$ cat src/rtl/fbg_pkg.sv
package fbg_pkg;

    localparam int TW = 16;

    typedef logic [TW-1:0] tick_t;

    typedef enum logic [2:0] {
        PH_BLANK = 3'd0,
        PH_ON    = 3'd1,
        PH_DT1   = 3'd2,
        PH_OFF   = 3'd3,
        PH_DT2   = 3'd4
    } phase_e;

    typedef struct packed {
        tick_t on_t;
        tick_t off_t;
        tick_t dead_t;
    } times_s;

    typedef struct packed {
        logic neg;
        logic blank;
    } mode_s;

    typedef struct packed {
        logic fa;
        logic fb;
        logic sa;
        logic sb;
    } gates_s;

    // Counter preload for a phase of n ticks; zero is treated as one tick.
    function automatic tick_t last_tick(tick_t n);
        return (n == '0) ? '0 : tick_t'(n - tick_t'(1));
    endfunction

endpackage

$ cat src/rtl/fbg_timing_shadow.sv
module fbg_timing_shadow
    import fbg_pkg::*;
(
    input  logic   clk,
    input  logic   rst,
    input  logic   load_en,
    input  times_s new_times,
    input  logic   boundary,
    input  logic   neg_req,
    input  logic   blank_req,
    output times_s fresh,
    output times_s act,
    output mode_s  mode
);

    times_s held;

    always_comb begin
        fresh = load_en ? new_times : held;
    end

    always_ff @(posedge clk) begin
        if (rst) begin
            held <= '0;
            act  <= '0;
            mode <= '{neg: 1'b0, blank: 1'b1};
        end else begin
            held <= fresh;
            if (boundary) begin
                act  <= fresh;
                mode <= '{neg: neg_req, blank: blank_req};
            end
        end
    end

    AST_TIMES_HOLD: assert property (@(posedge clk) disable iff (rst)
        !boundary |=> $stable(act)) else $error("active times moved mid-period");

    AST_MODE_HOLD: assert property (@(posedge clk) disable iff (rst)
        !boundary |=> $stable(mode)) else $error("mode moved mid-period");

endmodule

$ cat src/rtl/fbg_phase_seq.sv
module fbg_phase_seq
    import fbg_pkg::*;
(
    input  logic   clk,
    input  logic   rst,
    input  times_s cur,
    input  times_s nxt,
    input  logic   nxt_blank,
    output phase_e phase,
    output logic   boundary,
    output logic   cycle_start,
    output logic   trig
);

    tick_t  cnt;
    tick_t  cnt_d;
    phase_e phase_d;
    logic   done;

    always_comb begin
        done     = (cnt == '0);
        boundary = done && (phase == PH_BLANK || phase == PH_DT2);
        phase_d  = phase;
        cnt_d    = tick_t'(cnt - tick_t'(1));
        if (done) begin
            unique case (phase)
                PH_ON: begin
                    phase_d = PH_DT1;
                    cnt_d   = last_tick(cur.dead_t);
                end
                PH_DT1: begin
                    phase_d = PH_OFF;
                    cnt_d   = last_tick(cur.off_t);
                end
                PH_OFF: begin
                    phase_d = PH_DT2;
                    cnt_d   = last_tick(cur.dead_t);
                end
                default: begin
                    if (nxt_blank) begin
                        phase_d = PH_BLANK;
                        cnt_d   = last_tick(nxt.dead_t);
                    end else begin
                        phase_d = PH_ON;
                        cnt_d   = last_tick(nxt.on_t);
                    end
                end
            endcase
        end
    end

    always_ff @(posedge clk) begin
        if (rst) begin
            phase       <= PH_BLANK;
            cnt         <= '0;
            cycle_start <= 1'b0;
            trig        <= 1'b0;
        end else begin
            phase       <= phase_d;
            cnt         <= cnt_d;
            cycle_start <= boundary;
            trig        <= (phase == PH_OFF) && done;
        end
    end

    AST_START_ON_ENTRY: assert property (@(posedge clk) disable iff (rst)
        cycle_start |-> (phase == PH_ON || phase == PH_BLANK)) else $error("start strobe outside period entry");

    AST_TRIG_IN_GAP: assert property (@(posedge clk) disable iff (rst)
        trig |-> (phase == PH_DT2)) else $error("trigger outside closing gap");

    AST_BOUNDARY_ROUTE: assert property (@(posedge clk) disable iff (rst)
        $past(phase == PH_OFF) && (phase != PH_OFF) |-> (phase == PH_DT2)) else $error("off phase not followed by gap");

endmodule

$ cat src/rtl/fbg_gate_map.sv
module fbg_gate_map
    import fbg_pkg::*;
(
    input  phase_e phase,
    input  mode_s  mode,
    output gates_s gates
);

    logic drv_on;
    logic drv_off;

    always_comb begin
        drv_on  = (phase == PH_ON);
        drv_off = (phase == PH_OFF);
        gates   = '0;
        if (!mode.blank) begin
            if (mode.neg) begin
                gates.fa = drv_on;
                gates.fb = drv_off;
                gates.sb = 1'b1;
            end else begin
                gates.fb = drv_on;
                gates.fa = drv_off;
                gates.sa = 1'b1;
            end
        end
    end

endmodule

$ cat src/rtl/fb_gate_sequencer.sv
module fb_gate_sequencer
    import fbg_pkg::*;
(
    input  logic          clk,
    input  logic          rst,
    input  logic [TW-1:0] on_ticks,
    input  logic [TW-1:0] off_ticks,
    input  logic [TW-1:0] dead_ticks,
    input  logic          times_load,
    input  logic          polarity_neg,
    input  logic          bridge_off_req,
    output logic          gate_fa,
    output logic          gate_fb,
    output logic          gate_sa,
    output logic          gate_sb,
    output logic          cycle_start,
    output logic          sample_trig
);

    times_s in_times;
    times_s fresh;
    times_s act;
    mode_s  mode;
    phase_e phase;
    logic   boundary;
    gates_s gates;

    always_comb begin
        in_times = '{on_t: on_ticks, off_t: off_ticks, dead_t: dead_ticks};
    end

    fbg_timing_shadow u_shadow (
        .clk       (clk),
        .rst       (rst),
        .load_en   (times_load),
        .new_times (in_times),
        .boundary  (boundary),
        .neg_req   (polarity_neg),
        .blank_req (bridge_off_req),
        .fresh     (fresh),
        .act       (act),
        .mode      (mode)
    );

    fbg_phase_seq u_seq (
        .clk         (clk),
        .rst         (rst),
        .cur         (act),
        .nxt         (fresh),
        .nxt_blank   (bridge_off_req),
        .phase       (phase),
        .boundary    (boundary),
        .cycle_start (cycle_start),
        .trig        (sample_trig)
    );

    fbg_gate_map u_map (
        .phase (phase),
        .mode  (mode),
        .gates (gates)
    );

    always_comb begin
        gate_fa = gates.fa;
        gate_fb = gates.fb;
        gate_sa = gates.sa;
        gate_sb = gates.sb;
    end

    AST_FAST_EXCL: assert property (@(posedge clk) disable iff (rst)
        !(gate_fa && gate_fb)) else $error("fast pair overlap");

    AST_DEAD_GAP: assert property (@(posedge clk) disable iff (rst)
        ($fell(gate_fa) |-> !gate_fb) and ($fell(gate_fb) |-> !gate_fa)) else $error("no gap after fast fall");

    AST_SLOW_EXCL: assert property (@(posedge clk) disable iff (rst)
        !(gate_sa && gate_sb)) else $error("slow pair overlap");

    AST_TRIG_AT_FALL: assert property (@(posedge clk) disable iff (rst)
        sample_trig |-> (!gate_fa && !gate_fb && (mode.neg ? $past(gate_fb) : $past(gate_fa))))
        else $error("trigger not at closing fall");

    AST_BLANK_QUIET: assert property (@(posedge clk) disable iff (rst)
        mode.blank |-> !sample_trig) else $error("trigger during blanking");

endmodule

$ cat config.mk
export PLATFORM = sky130hd
export DESIGN_NAME = fb_gate_sequencer
export DESIGN_NICKNAME = d
export VERILOG_FILES = /design/src/rtl/fbg_pkg.sv /design/src/rtl/fbg_timing_shadow.sv /design/src/rtl/fbg_phase_seq.sv /design/src/rtl/fbg_gate_map.sv /design/src/rtl/fb_gate_sequencer.sv
export SDC_FILE = /design/constraint.sdc
export NUM_CORES = 1
export LEC_CHECK = 0
export BUFFER_PORTS_ARGS = -buffer_cell sky130_fd_sc_hd__buf_4
export CAP_MARGIN = 25
export CORE_MARGIN = 2
export CORE_UTILIZATION = 46
export DETAILED_ROUTE_END_ITERATION = 6
export PLACE_DENSITY = 0.68
export SYNTH_ARGS = -nofsm -noshare
export SYNTH_HDL_FRONTEND = slang
export SYNTH_SLANG_ARGS = --single-unit
$ cat constraint.sdc
create_clock -name clk -period 4.11 [get_ports clk]
set_input_delay 0.822 -clock clk [delete_from_list [all_inputs] [get_ports clk]]
set_output_delay 0.822 -clock clk [all_outputs]
set_load 0.05 [all_outputs]
# Yosys cells after proc, flatten, opt, wreduce, memory -nomap -nowiden
# Index checks and enable logic that the tools add are counted.
dict set report word_totals {
  elab_cells 44
  inputBits 53
  register_bits 103
  out_inout_bits 6
}
dict set report op_classes {
  eq_ne 4
  addsub 5
  mux 14
  reduce_logical 10
}
# operator n
set ops {}
lappend ops {{2-to-1 mux 16 bit} 6}
lappend ops {{logical NOT 16 bit} 5}
lappend ops {{subtractor 16 x 1 -> 16 bit (second input constant)} 5}
lappend ops {{2-to-1 mux 48 bit} 1}
lappend ops {{one-hot mux 16 bit (2 select lines)} 1}
lappend ops {{one-hot mux 3 bit (3 select lines)} 1}
lappend ops {{equality test 3 x 2 -> 1 bit (second input constant)} 2}
lappend ops {{2-to-1 mux 4 bit} 1}
lappend ops {{equality test 3 x 1 -> 1 bit (second input constant)} 1}
lappend ops {{equality test 3 bit (second input constant)} 1}
lappend ops {{logical NOT 3 bit} 1}
lappend ops {{2-to-1 mux 1 bit} 3}
lappend ops {{logical AND 1 bit} 2}
lappend ops {{2-to-1 mux 2 bit} 1}
lappend ops {{OR reduction 2 bit} 1}
lappend ops {{logical OR 1 bit} 1}

# Depth between registers and ports, before layout
# Gate-level depths: netlist of run 1.
dict set report depth {
  depth_word 6
  mapped_depth 14
  ltp_nobuf 8
}

# Cells and area by module
# A second synthesis of run 1 with hierarchy kept.
dict set report hier_totals {
  cells_unflattened 719
  hier_area_um2 6162.2
}
# mod cells_per_inst n_inst seq_area_each_um2 area_per_inst_um2
set modules_own_cells {}
lappend modules_own_cells {fbg_timing_shadow 370 1 1961.9 3633.5}
lappend modules_own_cells {fbg_phase_seq 343 1 420.4 2488.6}
lappend modules_own_cells {fbg_gate_map 6 1 0.0 40.0}

# Worst setup path after synthesis of run 1
# Ideal clock, no wire load.
dict set report synth_timing {
  path_type {input port to flip-flop}
  from {in times_load}
  to {reg u_seq.cnt[8]}
  arrival_ns 4.001
  path_slack_ns -0.020
  required_time_ns 3.981
  path_buffers 6
  cell_stages 13
  setup_time_ns 0.129
  path_cell_list {buf_6 buf_6 buf_6 buf_2 buf_2 buf_2 mux2i_1 ha_1 or4bb_1 a2bb2o_2 o31a_1 a2111oi_2 a21oi_1}
}
dict set report synth_via {
  elab_chain_cells 6
  word_cells_on_any_way 10
  classes_between {add/sub (2); mux (6); reduce/logical (2)}
}
# element line_no
set synth_rtl {}
lappend synth_rtl {{start, declared} fb_gate_sequencer.sv:9} ;# input logic times_load,
lappend synth_rtl {{2-to-1 mux 48 bit (*)} fbg_timing_shadow.sv:19} ;# fresh = load_en ? new_times : held;
lappend synth_rtl {{subtractor 16 x 1 -> 16 bit or logical NOT 16 bit (tied branches)} fbg_pkg.sv:35} ;# return (n == '0) ? '0 : tick_t'(n - tick_t'(1));
lappend synth_rtl {{2-to-1 mux 16 bit} fbg_pkg.sv:35}
lappend synth_rtl {{2-to-1 mux 16 bit (*)} fbg_phase_seq.sv:40} ;# if (nxt_blank) begin
lappend synth_rtl {{one-hot mux 16 bit (2 select lines) (*)} fbg_phase_seq.sv:26} ;# unique case (phase)
lappend synth_rtl {{2-to-1 mux 16 bit (*)} fbg_phase_seq.sv:25} ;# if (done) begin
lappend synth_rtl {{end signal, assigned} fbg_phase_seq.sv:60} ;# cnt <= cnt_d;
lappend synth_rtl {{end, declared} fbg_phase_seq.sv:15} ;# tick_t cnt;
# Mark *: on every way between the ends. The rest lies on a longest branch, timed or not.
# A chain may end at the register's enable or synchronous reset.

# Final worst setup path of run 1
dict set report layout_timing {
  from {in times_load}
  to {reg u_seq.cnt[3]}
}
# The elaborated chain is that of the path after synthesis.

==> impl_metrics.py, run 1 <==
metrics = {
    "timing": {
        "fin_crit_ns": 3.13,
        "worst_slack_ns": 0.982,
        "fin_crit_sh_pct": 76.1,
        "rsz0062_at_grt": "no",
        "setup_violations": 0,
        "finClkSkew_ns": 0.00751,
        "slew_viol_final": 0,
        "fmax_mhz": 320,
        "hold_viol_final": 0,
        "setup_tns_ns": 0,
        "worst_pin_slew_ns": 0.836,
        "relSlewSlack_pct": 43.7,
    },
    "place": {
        "post_dp_cell_area_mm2": 0.00658,
        "dp_cells": 887,
        "io_buffer_count": 58,
        "hpwl_um": 11800,
        "pre_cts_slack_ns": 0.617,
        "gp_congestion": 0.922,
    },
    "hold_path": {
        "hp-class": "flop to flop",
    },
    "floorplanning": {
        "initial_core_util_pct": 47.4,
        "fp-row-count": 41,
        "ioPinCount": 59,
        "die_width_um": 119,
        "die_area_mm2": 0.0141,
        "die-height_um": 119,
        "design.core.area_mm2": 0.0127,
    },
    "setup_path": {
        "crit_fanout": 36,
        "crit_chain": "buf_4, buf_4, mux2i_1, ha_1, o211ai_1, o41ai_2, o22ai_1, a21oi_1, a211oi_1",
        "worst_ep_arrival_time_ns": 3.36,
        "cp_top_family": "compound AO/OA/AOI/OAI gates",
        "start_kind": "input pin",
        "cp_slowest_stage_delay_ns": 0.63,
        "worst_setup_path_end_kind": "flop",
        "cp_common_cell": "buf_4",
        "worstSetupPathType": "input pin to flop",
        "crit_required_ns": 4.34,
        "slowest_stage": "o41ai_2",
        "cp_num_buf_inv": 2,
    },
    "final_layout": {
        "n_antenna_cell": 0,
        "drive_gt1_share_pct": 17.1,
        "area_growth_syn_to_layout_pct": 14.2,
        "nets": 785,
        "nFillCells": 1242,
        "layoutNonFillerInstCount": 904,
        "design_area_mm2": 0.00689,
    },
    "synthesis": {
        "synth_adder_area_share_pct": 1.04,
        "synth.distinct_cells": 78,
        "ys.flop_type": "dfxtp_1",
        "yosysTopAreaCell": "dfxtp_1",
        "synth_top_area_share_pct": 34.2,
        "ys_seq_elements": 103,
        "syn_inst": 684,
        "synth.area.mux_share_pct": 10.1,
        "synthTopCellsByArea": "dfxtp_1 34%, mux2i_1 9.5%, nor2_1 7.9%, xnor2_1 4.4%, xor2_1 4.2%",
        "async_reset_ff_share_pct": 0,
        "avgSynthCellArea_um2": 8.82,
        "synthSimpleGateAreaFrac_pct": 23.2,
        "ys_seq_area_share_pct": 34.2,
        "synth-xor-area-share_pct": 8.56,
        "synth_common_cells": "127 x nor2_1, 103 x dfxtp_1, 57 x mux2i_1, 30 x xnor2_1, 29 x xor2_1",
        "synth_top_family_by_area": "simple AND/OR/NAND/NOR gates",
        "netlist_area_mm2": 0.00604,
        "synth_compound_area_share_pct": 18.7,
        "synth_edf_count": 0,
        "synth_most_common_cell": "nor2_1",
        "ys_warn_count": 0,
        "synth_nets": 742,
    },
    "routing": {
        "drtAntennaViolNets": 0,
        "drcViolationCount": 0,
        "vias": 5295,
        "drt_first_pass_iters": 5,
        "wl_per_cell_um": 17.3,
        "drt_iter0_drc": 302,
        "vias_per_cell": 5.86,
        "totalWireLength_um": 15600,
    },
    "clocking": {
        "clockBufferDepth": 2,
        "cts_resized": 0,
        "ctsHoldBuffers": 0,
        "ctsHtreeMaxLevel": 3,
        "clock_latency_ns": 0.36,
        "clkTransAtPathRegs_ns": 0.07,
        "cts_tree": "done",
        "cts_buffers": 9,
        "cts_sinks": 103,
        "postCtsSetupBuffers": 0,
        "clock-root-buffer": "clkbuf_16",
    },
    "power_and_ir_drop": {
        "power.density_mw_per_mm2": 706,
        "ir_drop_mv": 0.375,
        "p_leak_nw": 2.71,
    },
    "global_routing": {
        "grt_pass1_wl_um": 25800,
        "gr-total-overflow": 0,
        "track_usage_pct": 22.9,
        "antenna_found_initial": 0,
        "grt_pass1_vias": 5033,
        "grt_max_degree": 99,
    },
    "run": {
        "cap_violations": 0,
    },
    "run_status": {
        "run_status": "finished clean",
    },
}
[final cells by class]
cell class	count	area (um2)	share of cell area, %
multi-input combinational	528	3710	53.8
inverter	15	56.3	0.817
clock inverter	6	58.8	0.853
clock buffer	10	239	3.47
tap	172	215	3.12
sequential	103	2060	29.9
timing repair buffer	70	551	7.99
[metal layers]
metal	GRT usage, %	vias up	share of wire, %
li1	-	2617	-
met1	30.7	2519	45
met2	36.9	135	47
met3	4.34	24	5.3
met4	8.04	0	2.1
met5	0	-	0
[flip-flops by register name, indices dropped and copies added, names as in the netlist]
name               flops
u_shadow.act          32
u_seq.phase            3
u_seq.trig             1
u_shadow.held         48
u_shadow.mode          2
u_seq.cnt             16
u_seq.cycle_start      1
[cells in the final DEF, fill, tap and decap left out, drive strengths merged, types with 3 or more instances in the layout]
| master | netlist | routed |
|---|---|---|
| nand2 | 19 | 19 |
| nor3 | 29 | 29 |
| xor2 | 29 | 29 |
| nand3b | 4 | 4 |
| clkbuf | 16 | 10 |
| nor4 | 17 | 17 |
| or4b | 3 | 3 |
| xnor2 | 30 | 30 |
| inv | 15 | 19 |
| nand4b | 3 | 3 |
| nor2 | 127 | 127 |
| mux2i | 58 | 58 |
| a221oi | 3 | 3 |
| o21ai | 10 | 10 |
| a21o | 3 | 3 |
| ha | 5 | 5 |
| or2 | 4 | 4 |
| nand2b | 7 | 7 |
| o22ai | 8 | 8 |
| buf | 22 | 70 |
| nor4b | 8 | 8 |
| a211oi | 38 | 38 |
| dfxtp | 103 | 103 |
| nor3b | 8 | 8 |
| nor2b | 6 | 6 |
| nand4 | 6 | 6 |
| a21oi | 17 | 17 |
| o211ai | 6 | 6 |
| or3 | 6 | 6 |
| nand3 | 6 | 6 |
| o31ai | 9 | 9 |
| a22oi | 4 | 4 |
| o41ai | 4 | 4 |
| o221ai | 14 | 14 |
| or4 | 5 | 5 |
[report_power, final]
| group | switching [mW] | total [mW] | internal [mW] |
|---|---|---|---|
| Combinational | 1.47 | 2.53 | 1.06 |
| Sequential | 0.257 | 1.48 | 1.22 |
| Clock | 0.419 | 0.863 | 0.444 |
[cells by family after synthesis]
logic type,count (synthesis)
AO/OA/AOI/OAI,141
adder cells (fa/ha/maj),5
XOR/XNOR,59
buffers and inverters,53
flip-flops,103
AND/OR/NAND/NOR,263
multiplexers,60
[worst register-to-register path: stages (launching register included)]
cell,delay [ns]
dfxtp_1,0.36
inv_1,0.07
ha_1,0.22
nor4b_1,0.61
and4b_1,0.35
a21o_1,0.41
o22ai_1,0.20
o311ai_0,0.42
o311ai_1,0.16
[stage by stage]
| step | hold slack (ns) | power [mW] | utilization (%) |
|---|---|---|---|
| 2_1_floorplan | 0.453 | 3.43 | - |
| 3_3_place_gp | 0.479 | 3.92 | 51.7 |
| 3_5_place_dp | 0.487 | 3.97 | 51.7 |
| 4_1_cts | 0.505 | 4.84 | 54.0 |
| 5_1_grt | 0.532 | 5.25 | 54.2 |
| 6_report | 0.498 | 4.87 | 54.2 |
[worst paths after layout]
kind / from / to / slack, ns / cells past startpoint
min reg2reg: u_shadow.held[24]$_SDFF_PP0_ / u_shadow.held[24]$_SDFF_PP0_ / 0.50 / 2
max reg2reg: u_shadow.act[16]$_SDFFE_PP0P_ / u_seq.cnt[12]$_SDFF_PP0_ / 1.18 / 8
max: times_load / u_seq.cnt[3]$_SDFF_PP0_ / 0.98 / 9
min: u_shadow.held[24]$_SDFF_PP0_ / u_shadow.held[24]$_SDFF_PP0_ / 0.50 / 2
Note: power is estimated with default switching activity, not from simulation.
==> inputs of run 2 (changes only) <==
Settings changed: PLACE_DENSITY 0.68 to 0.66.
Clock period 4.11 ns to 2.9 ns, I/O delays scaled along.
==> run 2 against run 1 <==
  * First-iteration DRC count grew 25%
  * Highest routed layer unchanged
  * Combinational power rose by 53%
  * Non-clock buffer count grew 48
  * Via count increased by 3.7%
  * Largest cell class unchanged
  * Worst setup slack lost 0.69 ns
  * Die area unchanged
  * Clock-buffer cell count increased by 1
  * Power up 46%
==> impl_metrics.py, run 2 (synthesis results as in run 1) <==
metrics = {
    "floorplanning": {
        "ioPinCount": 59,
        "fp-row-count": 41,
        "die-height_um": 119,
        "initial_core_util_pct": 47.4,
        "die_width_um": 119,
        "design.core.area_mm2": 0.0127,
        "die_area_mm2": 0.0141,
    },
    "power_and_ir_drop": {
        "power.density_mw_per_mm2": 980,
        "p_leak_nw": 2.92,
        "ir_drop_mv": 0.653,
        "p_total_mw": 7.11,
    },
    "final_layout": {
        "multi_input_area_mm2": 0.00374,
        "n_antenna_cell": 0,
        "register_area_mm2": 0.00206,
        "final_cell_mix": "127 x nor2_1, 116 x buf_4, 103 x dfxtp_1",
        "drive_gt1_share_pct": 22.4,
        "largestRegisters": "u_shadow.held x48, u_shadow.act x32, u_seq.cnt x16",
        "fin_util_pct": 57.0,
        "design_area_mm2": 0.00725,
        "largest_register": "u_shadow.held",
        "nFillCells": 1186,
        "final_common_cell": "nor2_1",
        "area_growth_syn_to_layout_pct": 20.2,
        "largest_reg_flops": 48,
        "layoutNonFillerInstCount": 952,
        "nets": 833,
    },
    "clocking": {
        "clkTransAtPathRegs_ns": 0.07,
        "cts_tree": "done",
        "cts_sinks": 103,
        "ctsHtreeMaxLevel": 3,
        "cts_buffers": 9,
        "postCtsSetupBuffers": 0,
        "clockBufferDepth": 2,
        "ctsHoldBuffers": 0,
        "cts_resized": 0,
        "clock_latency_ns": 0.35,
        "clock-root-buffer": "clkbuf_16",
    },
    "timing": {
        "fin_crit_ns": 2.61,
        "setup_violations": 0,
        "fin_crit_sh_pct": 89.8,
        "slew_viol_final": 0,
        "worst_pin_slew_ns": 0.658,
        "finClkSkew_ns": 0.00577,
        "rsz0062_at_grt": "no",
        "hold_viol_final": 0,
        "fmax_mhz": 384,
        "relSlewSlack_pct": 56.1,
    },
    "setup_path": {
        "cp_num_buf_inv": 2,
        "start_kind": "flop",
        "crit_fanout": 64,
        "crit_required_ns": 3.16,
        "crit_chain": "inv_1, ha_1, nor3b_4, nand4_2, or4_1, nor3_4, buf_12, nor2_1, a211oi_1",
        "cp_top_family": "simple AND/OR/NAND/NOR gates",
        "worstSetupPathType": "flop to flop",
        "cp_slowest_stage_delay_ns": 0.51,
        "worst_ep_arrival_time_ns": 2.87,
        "worst_setup_path_end_kind": "flop",
        "slowest_stage": "or4_1",
    },
    "routing": {
        "wl_per_cell_um": 17.0,
        "drt_iter0_drc": 376,
        "vias": 5491,
        "totalWireLength_um": 16200,
        "drtAntennaViolNets": 0,
        "drcViolationCount": 0,
        "vias_per_cell": 5.77,
        "drt_first_pass_iters": 7,
    },
    "global_routing": {
        "met2_usage_pct": 38.7,
        "use_met3_pct": 3.72,
        "top_usage_layer": "met2",
        "grtUsageMet1_pct": 30.6,
        "grt_pass1_wl_um": 26500,
        "grt_pass1_vias": 5273,
        "grt_max_degree": 65,
        "gr-total-overflow": 0,
        "antenna_found_initial": 0,
        "track_usage_pct": 23.5,
    },
    "place": {
        "io_buffer_count": 58,
        "post_dp_cell_area_mm2": 0.00699,
        "hpwl_um": 12500,
        "gp_congestion": 0.980,
        "dp_cells": 936,
    },
    "run_status": {
        "run_status": "finished clean",
    },
    "hold_path": {
        "hp-class": "input pin to flop",
    },
    "run": {
        "cap_violations": 0,
    },
}
run 2: report_power, final:
group	switching [mW]	internal, mW
Sequential	0.365	1.73
Combinational	2.16	1.72
Clock	0.546	0.583
run 2: cell type report:
| cell class | count | share of cell area (%) |
|---|---|---|
| Clock buffer | 11 | 3.21 |
| Sequential cell | 103 | 28.4 |
| Multi-Input combinational cell | 528 | 51.6 |
| Inverter | 15 | 0.776 |
| Clock inverter | 5 | 0.466 |
| Timing Repair Buffer | 118 | 12.6 |
| Tap cell | 172 | 2.97 |
run 2: path summary, 6_finish.rpt:
check,start,end,slack (ns),cells past startpoint
max,u_seq.cnt[0]$_SDFF_PP0_,u_shadow.act[8]$_SDFFE_PP0P_,0.29,9
min,polarity_neg,u_shadow.mode[1]$_SDFFE_PP0P_,0.46,3
max reg2reg,u_seq.cnt[0]$_SDFF_PP0_,u_shadow.act[8]$_SDFFE_PP0P_,0.29,9
min reg2reg,u_shadow.held[23]$_SDFF_PP0_,u_shadow.held[23]$_SDFF_PP0_,0.50,2
run 2: worst min-delay path, stage by stage:
cell and delay, ns:
buf_4 0.07, mux2i_1 0.05, nor2_1 0.07
run 2: through the flow:
| stage | setup TNS (ns) | hold slack (ns) | setup slack (ns) |
|---|---|---|---|
| 6_report | 0 | 0.460 | 0.295 |
| 5_1_grt | 0 | 0.486 | 0.0403 |
| 4_1_cts | 0 | 0.454 | 0.277 |
| 3_5_place_dp | -0.00661 | 0.487 | -0.00661 |
| 3_3_place_gp | 0 | 0.477 | 0.0327 |
| 2_1_floorplan | -6.07 | 0.452 | -0.506 |
run 2: layer usage:
metal / share of wire, % / up-vias
met5: 0 / -
met4: 2.5 / 0
met3: 4.8 / 38
met2: 48 / 136
met1: 45 / 2611
li1: - / 2706
